<file path="config.mk">
export PLATFORM = sky130hd
export DESIGN_NAME = pwl_tx
export DESIGN_NICKNAME = d
export VERILOG_FILES = /design/src/rtl/pwl_pkg.sv /design/src/rtl/pwl_bit_timer.sv /design/src/rtl/pwl_shifter.sv /design/src/rtl/pwl_ctrl.sv /design/src/rtl/pwl_tx.sv
export SDC_FILE = /design/constraint.sdc
export NUM_CORES = 1
export LEC_CHECK = 0
export CORE_ASPECT_RATIO = 0.5
export CORE_UTILIZATION = 23
export CTS_CLUSTER_SIZE = 20
export DETAILED_ROUTE_END_ITERATION = 8
export SLEW_MARGIN = 20
export SYNTH_ARGS = -nofsm -noshare
export SYNTH_HDL_FRONTEND = slang
export SYNTH_SLANG_ARGS = --single-unit
</file>
<file path="constraint.sdc">
create_clock -name clk -period 4.4 [get_ports clk]
set_clock_uncertainty 0.15 [all_clocks]
set_input_delay 1.32 -clock clk [delete_from_list [all_inputs] [get_ports clk]]
set_output_delay 1.32 -clock clk [all_outputs]
set_load 0.01 [all_outputs]
</file>
<file path="src/rtl/pwl_pkg.sv">
package pwl_pkg;

  typedef enum logic [1:0] {
    ST_IDLE = 2'd0,
    ST_SEND = 2'd1,
    ST_HOLD = 2'd2
  } tx_state_e;

  // Timing legality: both pulse widths non-zero, one shorter than zero,
  // and both strictly inside the bit cycle.
  function automatic bit timing_ok(input int unsigned one_low,
                                   input int unsigned zero_low,
                                   input int unsigned cycle_len);
    return (one_low >= 1) && (one_low < zero_low) && (zero_low < cycle_len);
  endfunction

endpackage

</file>
<file path="src/rtl/pwl_bit_timer.sv">
module pwl_bit_timer #(
  parameter int unsigned CYCLE_LEN = 60,
  parameter int unsigned ONE_LOW   = 1,
  parameter int unsigned ZERO_LOW  = 30
) (
  input  logic clk,
  input  logic rst_n,
  input  logic run,
  input  logic bit_val,
  output logic cycle_end,
  output logic low_phase
);
  localparam int unsigned CW = $clog2(CYCLE_LEN);
  localparam logic [CW-1:0] LAST_IDX = CW'(CYCLE_LEN - 1);
  localparam logic [CW-1:0] ONE_W    = CW'(ONE_LOW);
  localparam logic [CW-1:0] ZERO_W   = CW'(ZERO_LOW);

  logic [CW-1:0] cnt;

  // Width of the low pulse for a given bit value.
  function automatic logic [CW-1:0] low_width(input logic b);
    return b ? ONE_W : ZERO_W;
  endfunction

  assign cycle_end = run && (cnt == LAST_IDX);
  assign low_phase = run && (cnt < low_width(bit_val));

  always_ff @(posedge clk or negedge rst_n) begin
    if (!rst_n)         cnt <= '0;
    else if (!run)      cnt <= '0;
    else if (cycle_end) cnt <= '0;
    else                cnt <= cnt + 1'b1;
  end
endmodule

</file>
<file path="src/rtl/pwl_shifter.sv">
module pwl_shifter #(
  parameter int unsigned DATA_W = 8
) (
  input  logic              clk,
  input  logic              rst_n,
  input  logic              load,
  input  logic [DATA_W-1:0] load_data,
  input  logic              shift,
  output logic              cur_bit,
  output logic              last_bit,
  output logic              more_bits
);
  localparam int unsigned LW = $clog2(DATA_W + 1);
  localparam logic [LW-1:0] FULL = LW'(DATA_W);

  logic [DATA_W-1:0] sr;
  logic [LW-1:0]     left;

  assign cur_bit   = sr[DATA_W-1];
  assign last_bit  = (left == LW'(1));
  assign more_bits = (left != '0);

  always_ff @(posedge clk or negedge rst_n) begin
    if (!rst_n) begin
      sr   <= '0;
      left <= '0;
    end else if (load) begin
      sr   <= load_data;
      left <= FULL;
    end else if (shift) begin
      sr   <= {sr[DATA_W-2:0], 1'b0};
      left <= left - 1'b1;
    end
  end
endmodule

</file>
<file path="src/rtl/pwl_ctrl.sv">
module pwl_ctrl
  import pwl_pkg::*;
(
  input  logic      clk,
  input  logic      rst_n,
  input  logic      in_valid,
  input  logic      hold_req,
  input  logic      cycle_end,
  input  logic      last_bit,
  input  logic      more_bits,
  output tx_state_e state,
  output logic      in_ready,
  output logic      load
);
  tx_state_e nxt;

  assign in_ready = (state == ST_IDLE) && !hold_req;
  assign load     = in_valid && in_ready;

  always_comb begin
    nxt = state;
    unique case (state)
      ST_IDLE: begin
        if (hold_req)      nxt = ST_HOLD;
        else if (in_valid) nxt = ST_SEND;
      end
      ST_SEND: begin
        if (cycle_end) begin
          if (hold_req)      nxt = ST_HOLD;
          else if (last_bit) nxt = ST_IDLE;
        end
      end
      ST_HOLD: begin
        if (!hold_req) nxt = more_bits ? ST_SEND : ST_IDLE;
      end
      default: nxt = ST_IDLE;
    endcase
  end

  always_ff @(posedge clk or negedge rst_n) begin
    if (!rst_n) state <= ST_IDLE;
    else        state <= nxt;
  end
endmodule

</file>
<file path="src/rtl/pwl_tx.sv">
module pwl_tx
  import pwl_pkg::*;
#(
  parameter int unsigned DATA_W    = 8,
  parameter int unsigned CYCLE_LEN = 60,
  parameter int unsigned ONE_LOW   = 1,
  parameter int unsigned ZERO_LOW  = 30
) (
  input  logic              clk,
  input  logic              rst_n,
  input  logic              in_valid,
  input  logic [DATA_W-1:0] in_data,
  output logic              in_ready,
  input  logic              hold_req,
  output logic              line_o,
  output logic              line_oe
);
  generate
    if (!timing_ok(ONE_LOW, ZERO_LOW, CYCLE_LEN)) begin : g_bad_timing
      $error("pwl_tx: pulse widths must satisfy 1 <= ONE_LOW < ZERO_LOW < CYCLE_LEN");
    end
  endgenerate

  tx_state_e state;
  logic      load, cycle_end, low_phase;
  logic      cur_bit, last_bit, more_bits;

  // Named internal events for the checker.
  logic st_send, st_hold, bit_end, at_boundary;
  assign st_send     = (state == ST_SEND);
  assign st_hold     = (state == ST_HOLD);
  assign bit_end     = cycle_end;
  assign at_boundary = (state == ST_IDLE) || bit_end;

  pwl_ctrl u_ctrl (
    .clk(clk), .rst_n(rst_n), .in_valid(in_valid), .hold_req(hold_req),
    .cycle_end(cycle_end), .last_bit(last_bit), .more_bits(more_bits),
    .state(state), .in_ready(in_ready), .load(load)
  );

  pwl_bit_timer #(.CYCLE_LEN(CYCLE_LEN), .ONE_LOW(ONE_LOW), .ZERO_LOW(ZERO_LOW)) u_timer (
    .clk(clk), .rst_n(rst_n), .run(st_send), .bit_val(cur_bit),
    .cycle_end(cycle_end), .low_phase(low_phase)
  );

  pwl_shifter #(.DATA_W(DATA_W)) u_shift (
    .clk(clk), .rst_n(rst_n), .load(load), .load_data(in_data),
    .shift(cycle_end), .cur_bit(cur_bit), .last_bit(last_bit),
    .more_bits(more_bits)
  );

  assign line_oe = !st_hold;
  assign line_o  = !low_phase;
endmodule

</file>
==> flow_summary.ini, run 1 <==
[global_routing]
grt_max_degree = 21
grt-ovfl-total = 0
groute.usage.overall_pct = 9.63
antenna_found_initial = 0
grt_pass1_wl_um = 3520
grt_pass1_vias = 777

[yosys]
synth_edf_count = 0
yosys.area.top_type_share_pct = 47.2
yosysMostFrequentCell = dfrtp_1
synthArstFlopShare_pct = 100
ys_seq_area_share_pct = 47.2
syn_area_mm2 = 0.00106
yosys-top-cells-count = 20 x dfrtp_1, 9 x nor2_1, 8 x nand3_1
synth_top_cells_by_area = dfrtp_1 47%, ha_1 8.3%, o22a_1 5.0%
synthesis.nets = 118
synth_largest_area_cell = dfrtp_1
synth_cells = 99
synthDistinctLibCells = 32
yosysWarnings = 0
synth_ff_type = dfrtp_1
syn_avg_cell_area_um2 = 10.7
synth_seq_cells = 20

[setup_path]
crit_start = hold_req
cp-start-kind = input pin
rr_startpoint = u_timer.cnt[0]
cp-end-kind = output port
crit_required_ps = 2930
crit_end = in_ready
reg2regPathDepth = 5
rr_endpoint = u_shift.sr[5]
reg2reg_slack_ps = 2770
worstPathArrival_ps = 2600
path_class = in -> out
crit_fanout = 4

[route]
routed_wl_um = 1960
postRouteAntennaNets = 0
wire_per_inst_um = 11.5
drc = 0
via_count = 772
dr.pass1.iters = 2
first_iter_violations = 23
viasPerCell = 4.51

[timing]
slew_headroom_pct = 41.1
max_freq_ghz = 0.246
min_period_ps = 4070
slew_violations = 0
hold_viol = 0
grt_setup_unrepaired = false
fin_tns_setup_ps = 0
worst_slack_ps = 328
finalSetupViolCount = 0
worst_pin_slew_ps = 881
post-route-period-util_pct = 92.5

[run_status]
status = complete, no violations

[floorplan]
ios = 15
die_h_um = 50
num_rows = 17
die_x_um = 98.0
die_area_mm2 = 0.00490
core_area_mm2 = 0.00440
start_util_pct = 24.1

[place]
preCtsSetupSlack_ps = 327
gp_congestion = 0.774
io_buffers = 14
dpl.hpwl_um = 1490

[clock_tree]
cts.repair.resized = 0
cts_tree = yes
cts_buffers = 3
cts.sinks = 20
hold_buffers = 0
clk_root_buffer_cell = clkbuf_8
clockBufferDepth = 2
cts.clk_slew.worst_paths_ps = 70
cts_setup_buffers = 0
worstSkewPairLatency_ps = 260
ctsHtreeMaxLevel = 1

[worst_hold_path]
hold_class = reg -> reg
hold_start = u_timer.cnt[0]

[layout]
area_delta_synth_final_pct = 22.1
n_antenna_cell = 0
final_layout_size_suffix_gt1_share_pct = 7.02
nets = 135

[power_and_ir_drop]
max-vdd-ir-drop_v = 0.0000992
p_leak_nw = 0.542
p_per_area_mw_per_mm2 = 449

[run]
timing.max_cap.violations = 0
-- layout make-up --
type                    count  area (µm²)
fillers                   442        3110
multi-input cells          75         533
flip-flops and latches     20         500
repair buffers             14         140
well taps                  57        71.3
clock buffers               3        41.3
inverters                   2        7.51
-- cell usage in the layout (no fill, tap or decap), drive strengths merged --
| cell | n |
|---|---|
| or3 | 1 |
| clkdlybuf4s50 | 14 |
| inv | 2 |
| a21boi | 1 |
| and3 | 2 |
| clkbuf | 3 |
| dfrtp | 20 |
| or2 | 1 |
| o211ai | 1 |
| and2 | 1 |
| nor2b | 1 |
| o21ai | 3 |
| nor3 | 2 |
| xor2 | 4 |
| nand2 | 8 |
| xnor2 | 2 |
| o21a | 6 |
| nand3 | 8 |
| a211oi | 1 |
| nand2b | 2 |
| mux2i | 1 |
| nand3b | 1 |
| and4bb | 1 |
| a21oi | 4 |
| nor2 | 9 |
| a21o | 1 |
| o22a | 6 |
| o41ai | 1 |
| ha | 7 |
-- sequential cells by signal, indices dropped and copies added (netlist names) --
signal	flops
u_timer.cnt	6
u_ctrl.state	2
u_shift.sr	8
u_shift.left	4
-- layer usage --
layer	share of wire, %	vias to the layer above	track usage, %
li1	-	382	-
met1	44	379	10.1
met2	51	6	17.5
met3	2.9	5	2.98
met4	2.0	0	5.30
met5	0	-	0
-- through the flow --
step | utilization, % | std cells | total power (W) | hold slack, ps | cell area (µm²)
floorplan | - | 99 | 0.000402 | 296 | 1060
global placement | 28.4 | 168 | 0.000462 | 323 | 1250
detailed placement | 28.4 | 168 | 0.000471 | 325 | 1250
CTS | 29.4 | 171 | 0.000589 | 335 | 1290
global route | 29.4 | 171 | 0.000626 | 356 | 1290
finish | 29.4 | 171 | 0.000581 | 332 | 1290
-- worst max-delay path: stages --
cell             delay (ps)
clkdlybuf4s50_1         500
nor3_4                  200
clkdlybuf4s50_1         580
-- worst min path at each step --
stage,end,slack (ps),cells past startpoint
after floorplan,u_timer.cnt[0],300,1
after CTS,u_timer.cnt[0],340,1
after global routing,u_timer.cnt[0],360,1
final,u_timer.cnt[0],330,1
after global placement,u_timer.cnt[0],320,1
after detailed placement,u_timer.cnt[0],330,1
-- power by group --
part	switching, W	leakage (nW)	internal [W]
registers	0.0000497	0.247	0.000236
clock network	0.0000582	0.0216	0.0000610
logic	0.0000760	0.273	0.000100
-- cells by family (layout without fill, tap and decap cells) --
group                      count (synthesis)  after routing  synth area share (%)
and+or+nand+nor                           37             37                  20.0
muxes                                      1              1                 0.945
adders and majority gates                  7              7                  8.26
DFF                                       20             20                  47.2
AOI/OAI and AO/OA                         24             24                  16.2
buffers and inverters                      4             19                  2.48
xor gates and xnor gates                   6              6                  4.96
Note: power is estimated with default switching activity, not from simulation.
==> run 2: changes to the inputs <==
==> constraint.sdc (replaced) <==
create_clock -name clk -period 5.05 [get_ports clk]
set_clock_uncertainty 0.15 [all_clocks]
set_input_delay 1.515 -clock clk [delete_from_list [all_inputs] [get_ports clk]]
set_output_delay 1.515 -clock clk [all_outputs]
set_load 0.01 [all_outputs]
==> run 2 against run 1 <==
  * Total power shrank 13%
  * Setup slack gained 270 ps
  * Critical path type unchanged
  * Register-to-register slack gained 660 ps
  * Core utilization is the same
  * Sequential share of layout area is the same
==> flow_summary.ini, run 2 (synthesis gave the netlist of run 1 again) <==
[setup_path]
cp_slowest_stage_delay_ps = 570
crit_cells = 3
crit_fanout = 4
cp-start-kind = input pin
worst_path_most_repeated_cell = clkdlybuf4s50_1
critPathSlowestCell = clkdlybuf4s50_1
cp-end-kind = output port
crit_required_ps = 3390
path_class = in -> out
worstPathArrival_ps = 2790
cp_top_family = buffers and inverters
crit_path_cell_trace = clkdlybuf4s50_1, nor3_4, clkdlybuf4s50_1
reg2regPathDepth = 5
path_buf_inv = 2

[layout]
largest_reg_flops = 8
nets = 135
final_layout_size_suffix_gt1_share_pct = 7.02
n_antenna_cell = 0
area_delta_synth_final_pct = 22.1
fin_util_pct = 29.4
reg_top3 = u_shift.sr x8, u_timer.cnt x6, u_shift.left x4
final_area_mm2 = 0.00129
layout_common_cells = 20 x dfrtp_1, 14 x clkdlybuf4s50_1, 9 x nor2_1
largest_register = u_shift.sr
mostFrequentLayoutCell = dfrtp_1

[place]
dpl_cell_area_mm2 = 0.00125
dpl.hpwl_um = 1390
gp_congestion = 0.760
io_buffers = 14

[worst_hold_path]
hold_path_depth = 1
hold_class = reg -> reg

[floorplan]
core_area_mm2 = 0.00440
die_x_um = 98.0
die_area_mm2 = 0.00490
die_h_um = 50
ios = 15
start_util_pct = 24.1
num_rows = 17

[clock_tree]
ctsHtreeMaxLevel = 1
cts.clk_slew.worst_paths_ps = 70
worstSkewPairLatency_ps = 260
cts_tree = yes
cts_setup_buffers = 0
clockBufferDepth = 2
cts_buffers = 3
cts.sinks = 20
cts.repair.resized = 0
clk_root_buffer_cell = clkbuf_8
hold_buffers = 0

[timing]
fin_tns_setup_ps = 0
max_freq_ghz = 0.224
grt_setup_unrepaired = false
post-route-period-util_pct = 88.2
slew_violations = 0
slew_headroom_pct = 42.5
min_period_ps = 4460
hold_viol = 0
worst_pin_slew_ps = 860
finalSetupViolCount = 0

[route]
via_count = 750
postRouteAntennaNets = 0
routed_wl_um = 1840
first_iter_violations = 23
viasPerCell = 4.39
drc = 0
wire_per_inst_um = 10.8
dr.pass1.iters = 3

[global_routing]
groute.usage.overall_pct = 8.75
antenna_found_initial = 0
grt_pass1_wl_um = 3310
grt_max_degree = 21
grt-ovfl-total = 0
grt_pass1_vias = 724

[power_and_ir_drop]
power.share.clock_pct = 20.5
power.switching_w = 0.000157
intPower_w = 0.000346
p_leak_nw = 0.542
p_sw_share_pct = 31.2
p_seq_share_pct = 49.2
comb_power_share_pct = 30.2
p_per_area_mw_per_mm2 = 389
max-vdd-ir-drop_v = 0.0000879

[run]
timing.max_cap.violations = 0

[run_status]
status = complete, no violations
## run 2: cell counts in the layout (fill, tap and decap cells not counted)
Identical to the previous run, type by type.
## run 2: metal layers
metal | share of wire [%] | global-route usage [%] | vias up
met2 | 48 | 15.4 | 5
met1 | 48 | 10.2 | 359
li1 | - | - | 384
met3 | 2.7 | 2.70 | 2
met5 | 0 | 0 | -
met4 | 1.1 | 3.03 | 0
## run 2: metrics by stage
step	hold WS (ps)	setup WS, ps	total power [W]	instances
global placement	323	617	0.000402	168
finish	333	594	0.000503	171
global route	363	509	0.000544	171
detailed placement	328	597	0.000407	168
floorplan	296	1670	0.000350	99
CTS	337	591	0.000511	171
## run 2: cell type report
cell class,instances,area (µm²)
Timing Repair Buffer,14,140
Inverter,2,7.51
Fill cell,436,3110
Sequential cell,20,500
Multi-Input combinational cell,75,533
Clock buffer,3,41.3
Tap cell,57,71.3
## run 2: worst register-to-register path: stages, from the launching register on
cell	delay, ps
dfrtp_1	410
ha_1	260
and4bb_4	230
nand2_4	140
nand2_2	130
o21a_1	200
## run 2: worst paths after layout
check	from	to	slack [ps]
max reg2reg	u_timer.cnt[0]	u_shift.sr[5]	3430
min reg2reg	u_timer.cnt[0]	u_timer.cnt[0]	330
max	hold_req	in_ready	590
max in group asynchronous	rst_n	u_shift.sr[6]	2620
min	u_timer.cnt[0]	u_timer.cnt[0]	330
min in group asynchronous	rst_n	u_timer.cnt[5]	1600
## run 2: power groups by stage
stage	logic (W)	clock network, W	registers [W]
6_report	0.000152	0.000103	0.000248
3_3_place_gp	0.000151	0	0.000251
3_5_place_dp	0.000155	0	0.000252
2_1_floorplan	0.000109	0	0.000241
5_1_grt	0.000174	0.000113	0.000257
4_1_cts	0.000156	0.000107	0.000248
==> run 3: changes to the inputs <==
--- a/config.mk
+++ b/config.mk
@@ -7,7 +7,6 @@
 export LEC_CHECK = 0
 export CORE_ASPECT_RATIO = 0.5
 export CORE_UTILIZATION = 23
-export CTS_CLUSTER_SIZE = 20
 export DETAILED_ROUTE_END_ITERATION = 8
 export SLEW_MARGIN = 20
 export SYNTH_ARGS = -nofsm -noshare
==> results of run 3 <==
Same layout as run 2: the final DEF is identical, and so are final timing and power.
